===== config.mk =====
export PLATFORM = sky130hd
export DESIGN_NAME = tlb_flush_seq
export DESIGN_NICKNAME = d
export VERILOG_FILES = /design/src/rtl/tlbf_pkg.sv /design/src/rtl/tlbf_decide.sv /design/src/rtl/tlbf_page_walk.sv /design/src/rtl/tlbf_index_walk.sv /design/src/rtl/tlb_flush_seq.sv
export SDC_FILE = /design/constraint.sdc
export NUM_CORES = 1
export LEC_CHECK = 0
export CAP_MARGIN = 25
export CORE_MARGIN = 4
export CORE_UTILIZATION = 45
export CTS_CLUSTER_DIAMETER = 50
export DETAILED_ROUTE_END_ITERATION = 8
export DONT_BUFFER_PORTS = 1
export GPL_TIMING_DRIVEN = 1
export SLEW_MARGIN = 20
export SYNTH_ARGS = -nofsm -noshare
export SYNTH_HDL_FRONTEND = slang
export SYNTH_SLANG_ARGS = --single-unit

===== constraint.sdc =====
create_clock -name clk -period 3.2 [get_ports clk]
set_clock_uncertainty 0.05 [all_clocks]
set_input_delay 0 -clock clk [delete_from_list [all_inputs] [get_ports clk]]
set_output_delay 0 -clock clk [all_outputs]
set_load 0.05 [all_outputs]

===== src/rtl/tlbf_pkg.sv =====
package tlbf_pkg;
  typedef enum logic [2:0] {
    OP_NONE   = 3'd0,
    OP_DELETE = 3'd1,
    OP_NEWCTX = 3'd2,
    OP_BLANK  = 3'd3,
    OP_UINV   = 3'd4
  } tlbf_op_e;

  typedef enum logic [2:0] {
    ST_IDLE,
    ST_DELETE,
    ST_NEWCTX,
    ST_BLANK,
    ST_UINV,
    ST_DONE
  } tlbf_state_e;
endpackage


===== src/rtl/tlbf_decide.sv =====
// Classifies an incoming span: wholesale versus page walk, and empty walks.
module tlbf_decide #(
  parameter int ADDR_W       = 32,
  parameter int PAGE_SHIFT   = 13,
  parameter int THRESH_PAGES = 32
) (
  input  logic [ADDR_W-1:0] start_addr,
  input  logic [ADDR_W-1:0] end_addr,
  input  logic              kernel,
  input  logic              asid_ok,
  output logic [ADDR_W-1:0] first_page,
  output logic              go_wide,
  output logic              no_pages
);
  localparam logic [ADDR_W:0] LIMIT = (ADDR_W+1)'(THRESH_PAGES) << PAGE_SHIFT;

  logic [ADDR_W-1:0] span;

  always_comb begin
    span       = end_addr - start_addr;
    go_wide    = {1'b0, span} >= LIMIT;
    first_page = {start_addr[ADDR_W-1:PAGE_SHIFT], {PAGE_SHIFT{1'b0}}};
    no_pages   = (first_page >= end_addr) || (!kernel && !asid_ok);
  end
endmodule


===== src/rtl/tlbf_page_walk.sv =====
// Holds the current page and the exclusive end; flags the final page.
module tlbf_page_walk #(
  parameter int ADDR_W     = 32,
  parameter int PAGE_SHIFT = 13
) (
  input  logic              clk,
  input  logic              rst_n,
  input  logic              load,
  input  logic              step,
  input  logic [ADDR_W-1:0] load_page,
  input  logic [ADDR_W-1:0] load_end,
  output logic [ADDR_W-1:0] page,
  output logic              last
);
  localparam logic [ADDR_W:0] PAGE_INC = (ADDR_W+1)'(1) << PAGE_SHIFT;

  logic [ADDR_W-1:0] page_q, end_q;
  logic [ADDR_W:0]   next_page;

  always_comb begin
    next_page = {1'b0, page_q} + PAGE_INC;
    last      = next_page >= {1'b0, end_q};
    page      = page_q;
  end

  always_ff @(posedge clk or negedge rst_n) begin
    if (!rst_n) begin
      page_q <= '0;
      end_q  <= '0;
    end else if (load) begin
      page_q <= load_page;
      end_q  <= load_end;
    end else if (step) begin
      page_q <= next_page[ADDR_W-1:0];
    end
  end
endmodule


===== src/rtl/tlbf_index_walk.sv =====
// Entry index counter for the blank-write sweep.
module tlbf_index_walk #(
  parameter int ENTRIES = 64,
  parameter int IDX_W   = 6
) (
  input  logic             clk,
  input  logic             rst_n,
  input  logic             clear,
  input  logic             step,
  output logic [IDX_W-1:0] idx,
  output logic             last
);
  localparam logic [IDX_W-1:0] LAST_IDX = IDX_W'(ENTRIES - 1);

  logic [IDX_W-1:0] idx_q;

  assign idx  = idx_q;
  assign last = (idx_q == LAST_IDX);

  always_ff @(posedge clk or negedge rst_n) begin
    if (!rst_n)     idx_q <= '0;
    else if (clear) idx_q <= '0;
    else if (step)  idx_q <= idx_q + IDX_W'(1);
  end
endmodule


===== src/rtl/tlb_flush_seq.sv =====
module tlb_flush_seq
  import tlbf_pkg::*;
#(
  parameter int ADDR_W       = 32,
  parameter int ASID_W       = 8,
  parameter int PAGE_BYTES   = 8192,
  parameter int SETS         = 16,
  parameter int WAYS         = 4,
  parameter int THRESH_PAGES = 32,
  localparam int PAGE_SHIFT  = $clog2(PAGE_BYTES),
  localparam int ENTRIES     = SETS * WAYS,
  localparam int IDX_W       = (ENTRIES > 1) ? $clog2(ENTRIES) : 1
) (
  input  logic              clk,
  input  logic              rst_n,
  input  logic              req_valid,
  output logic              req_ready,
  input  logic [ADDR_W-1:0] req_start,
  input  logic [ADDR_W-1:0] req_end,
  input  logic [ASID_W-1:0] req_asid,
  input  logic              req_asid_valid,
  input  logic              req_kernel,
  output logic              cmd_valid,
  input  logic              cmd_ready,
  output logic [2:0]        cmd_op,
  output logic [ADDR_W-1:0] cmd_word,
  output logic [IDX_W-1:0]  cmd_index,
  output logic              done
);
  tlbf_state_e       state_q, state_d;
  logic              kernel_q;
  logic [ASID_W-1:0] asid_q;
  logic              accept, hs;
  logic [ADDR_W-1:0] first_page, page;
  logic              go_wide, no_pages, page_last;
  logic [IDX_W-1:0]  idx;
  logic              idx_last;
  tlbf_op_e          op;

  tlbf_decide #(
    .ADDR_W(ADDR_W), .PAGE_SHIFT(PAGE_SHIFT), .THRESH_PAGES(THRESH_PAGES)
  ) u_decide (
    .start_addr(req_start), .end_addr(req_end), .kernel(req_kernel),
    .asid_ok(req_asid_valid), .first_page(first_page), .go_wide(go_wide),
    .no_pages(no_pages)
  );

  tlbf_page_walk #(.ADDR_W(ADDR_W), .PAGE_SHIFT(PAGE_SHIFT)) u_pages (
    .clk(clk), .rst_n(rst_n), .load(accept),
    .step(hs && (state_q == ST_DELETE)),
    .load_page(first_page), .load_end(req_end),
    .page(page), .last(page_last)
  );

  tlbf_index_walk #(.ENTRIES(ENTRIES), .IDX_W(IDX_W)) u_index (
    .clk(clk), .rst_n(rst_n), .clear(accept),
    .step(hs && (state_q == ST_BLANK)),
    .idx(idx), .last(idx_last)
  );

  assign req_ready = (state_q == ST_IDLE);
  assign accept    = req_valid && req_ready;
  assign hs        = cmd_valid && cmd_ready;

  always_comb begin
    state_d = state_q;
    unique case (state_q)
      ST_IDLE:
        if (accept) begin
          if (go_wide)       state_d = req_kernel ? ST_BLANK : ST_NEWCTX;
          else if (no_pages) state_d = ST_DONE;
          else               state_d = ST_DELETE;
        end
      ST_DELETE: if (hs && page_last) state_d = ST_DONE;
      ST_NEWCTX: if (hs)              state_d = ST_DONE;
      ST_BLANK:  if (hs && idx_last)  state_d = ST_UINV;
      ST_UINV:   if (hs)              state_d = ST_DONE;
      ST_DONE:                        state_d = ST_IDLE;
      default:                        state_d = ST_IDLE;
    endcase
  end

  always_ff @(posedge clk or negedge rst_n) begin
    if (!rst_n) begin
      state_q  <= ST_IDLE;
      kernel_q <= 1'b0;
      asid_q   <= '0;
    end else begin
      state_q <= state_d;
      if (accept) begin
        kernel_q <= req_kernel;
        asid_q   <= req_asid;
      end
    end
  end

  always_comb begin
    op        = OP_NONE;
    cmd_word  = '0;
    cmd_index = '0;
    unique case (state_q)
      ST_DELETE: begin
        op       = OP_DELETE;
        cmd_word = kernel_q ? page
                            : (page | {{(ADDR_W-ASID_W){1'b0}}, asid_q});
      end
      ST_NEWCTX: op = OP_NEWCTX;
      ST_BLANK: begin
        op        = OP_BLANK;
        cmd_index = idx;
      end
      ST_UINV:   op = OP_UINV;
      default:   op = OP_NONE;
    endcase
  end

  assign cmd_op    = op;
  assign cmd_valid = (op != OP_NONE);
  assign done      = (state_q == ST_DONE);
endmodule


==> flow_metrics.tcl <==
set metrics [dict create \
    status "completed" \
    synth_edf_count 0 \
    routed_wl_mm 20.32 \
    synth_cell_types 70 \
    yosysMostFrequentCell "nand2_1" \
    gp_congestion 0.8787 \
    clockBufferDepth 2 \
    cts_htree_levels 3 \
    cts_tree "yes" \
    cts_sinks 69 \
    grt_overflow 0 \
    yosys_warnings 0 \
    setup_violations 0 \
    core-area_mm2 0.01383 \
    r2r_setup_slack_ps 210 \
    p_seq_share_pct 32.6 \
    portBuffers 0 \
    drtIter0Drc 488 \
    synthTopCellsByCount "nand2_1 (145), inv_1 (81), ha_1 (71), dfrtp_1 (69), o21ai_0 (52)" \
    grt_max_degree 70 \
    ios 122 \
    synth_area_per_cell_um2 7.662 \
    drv_cap 0 \
    cpMostUsedCell "a21oi_1" \
    fmax_mhz 330.5 \
    total_power_mw 2.811 \
    drt_pass1_iterations 5 \
    grt_pass1_wl_mm 32.56 \
    syn_area_mm2 0.006336 \
    fp.dieH_um 126.7 \
    diodes 0 \
    switchingPower_uw 904.9 \
    grt_pass1_vias 6350 \
    final_antenna_net_count 0 \
    pwr-share-clk_pct 37.7 \
    hpwl_mm 15.39 \
    crit_chain "dlygate4sd3_1, inv_1, ha_1, nand2b_1, a21oi_1, o211ai_1, buf_4, a31oi_1, or3_1, a221o_1, or4_4, nor4_1, a21oi_1" \
    switching_share_pct 32.19 \
    design.die.area_mm2 0.01604 \
    hold_violations 0 \
    rsz0062_at_grt "false" \
    synth-main-ff-cell "dfrtp_1" \
    worstMarginPinSlew_ps 928.7 \
    drc 0 \
    synthCells 827 \
    critical_path_arrival_ps 3190 \
    syn_to_final_growth_pct 25.45 \
    tns_ps 0 \
    cts_buffers 9 \
    async_flop_share_pct 100.0 \
    pwr_density_cell_mw_per_mm2 353.6 \
    ctsRootBufferMaster "clkbuf_16" \
    worst_r2r_path_depth 14 \
    ys_seq_area_share_pct 27.25 \
    critPathRequiredTime_ps 3370 \
    rows 43 \
    pwr-share-comb_pct 29.6 \
    holdPathStages 4 \
    worst_setup_path_start_kind "input pin" \
    via_per_inst 5.775 \
    clk_latency_ps 340 \
    synth_top_cell_area_share_pct 27.25 \
    worstHoldStart "req_valid" \
    power.leakage_nw 4.010 \
    nets 1066 \
    critPathMaxStageDelay_ps 590 \
    crit_type "in2reg" \
    min_period_ps 3026 \
    slew_headroom_pct 37.96 \
    start_util_pct 45.82 \
    cp_slowest_cell "or4_4" \
    crit_fanout 3 \
    fin_crit_sh_pct 94.56 \
    synthTopCellsByArea "dfrtp_1 (27%), ha_1 (14%), nand2_1 (8.6%), inv_1 (4.8%), o21ai_0 (4.1%)" \
    setup.worst_path.end_class "flop" \
    hold_path.class "in2reg" \
    hold-path-endpoint "asid_q[1]" \
    wire_per_inst_um 18.46 \
    grt.total_usage_pct 25.10 \
    vias 6358 \
    yosysTopAreaCell "dfrtp_1" \
    die-width_um 126.7 \
    rr_endpoint "state_q[0]" \
    r2r-start "u_pages.page[14]" \
    path_clk_slew_ps 60 \
    final_layout_size_suffix_gt1_share_pct 11.07 \
    p_int_mw 1.906 \
    ys_ff_latch 69 \
    grt_antenna_before_repair 0 \
    slew_viol_final 0 \
    irDropWorstVdd_v 0.0002009 \
]
worst max-delay path, delay by kind of cell:
kind                     cells  cell delay, ps
AND/OR/NAND/NOR              4            1410
AO/OA/AOI/OAI                5             840
buffers and inverters        3             790
adder cells (fa/ha/maj)      1             150
power groups by stage:
stage | clock network (mW) | logic (mW) | registers [mW]
finish | 1.06 | 0.833 | 0.918
global route | 1.11 | 0.909 | 0.920
CTS | 1.07 | 0.813 | 0.913
detailed placement | 0 | 0.705 | 0.928
global placement | 0 | 0.703 | 0.926
floorplan | 0 | 0.511 | 0.934
metrics by stage:
stage	hold WS [ps]	std cells	cell area [um2]	util, %	worst slack (ps)
2_1_floorplan	-345.6	831	6357	-	80.21
3_3_place_gp	-342.4	1017	6875	49.72	-80.30
3_5_place_dp	-343.3	1017	6875	49.72	-117.7
4_1_cts	69.06	1098	7885	57.03	3.080
5_1_grt	129.6	1101	7949	57.49	0.6113
6_report	72.19	1101	7949	57.49	174.2
sequential cells by signal, indices dropped and copies added (netlist names):
register,count
kernel_q,1
u_pages.page,19
state_q,3
u_pages.end_q,32
asid_q,8
u_index.idx,6
repair_timing:
item                                    4_1_cts  5_1_grt
hold buffers                                 66        1
hold endpoints to repair                    133        2
resized for setup                             3       13
endpoints found under the setup margin        2        4
pin swaps                                     0        7
setup buffers                                 0        2
layer usage:
metal	up-vias	GRT usage [%]	routed length [um]
li1	3063	-	-
met1	3088	33.14	9066
met2	174	41.97	9804
met3	33	3.789	911
met4	0	8.644	539
met5	-	0	0
worst max-delay path by stage:
stage | start | to | slack (ps)
6_report | req_end[0] | state_q[1] | 170
3_5_place_dp | req_start[20] | state_q[1] | -120
4_1_cts | u_pages.page[14] | state_q[1] | 3
5_1_grt | u_pages.page[14] | state_q[0] | 0.6
3_3_place_gp | req_start[20] | state_q[1] | -80
2_1_floorplan | u_pages.page[13] | state_q[1] | 80
logic make-up after synthesis:
logic type / Yosys count / share of synthesized area (%)
compound gates: 208 / 21.68
fa+ha+maj: 71 / 14.02
flops: 69 / 27.25
mux: 4 / 0.6714
xor+xnor: 28 / 3.871
other cells: 1 / 0.05918
simple gates: 322 / 24.59
buf+inv: 124 / 7.859
layout by cell type (no fill, tap or decap), types with 4 or more instances in the layout:
master,Yosys,layout
a21o_1,14,14
a21oi_1,51,51
a221o_1,6,6
a222oi_1,4,4
a22oi_1,4,4
a31oi_1,6,6
and2_1,31,30
and3_1,19,18
buf_12,0,8
buf_4,6,42
clkbuf_16,0,9
conb_1,1,5
dfrtp_1,69,65
dfrtp_2,0,4
dlygate4sd3_1,0,66
ha_1,71,70
inv_1,81,81
nand2_1,145,145
nand3_1,24,23
nand4_1,17,17
nor2_1,37,36
nor2b_1,8,7
nor3_1,12,9
nor4_1,8,6
o211ai_1,16,16
o21a_1,11,11
o21ai_0,52,52
o221ai_1,4,4
o22ai_1,5,5
xnor2_1,14,14
xor2_1,14,14
area by class of cell:
type,instances,area [um2]
fill,1302,5878
clock inverter,6,88.84
multi-input combinational,638,4199
sequential,69,1732
timing repair buffer,118,1175
clock buffer,9,225.2
tap,180,225.2
inverter,81,304.0
Note: power is estimated with default switching activity, not from simulation.
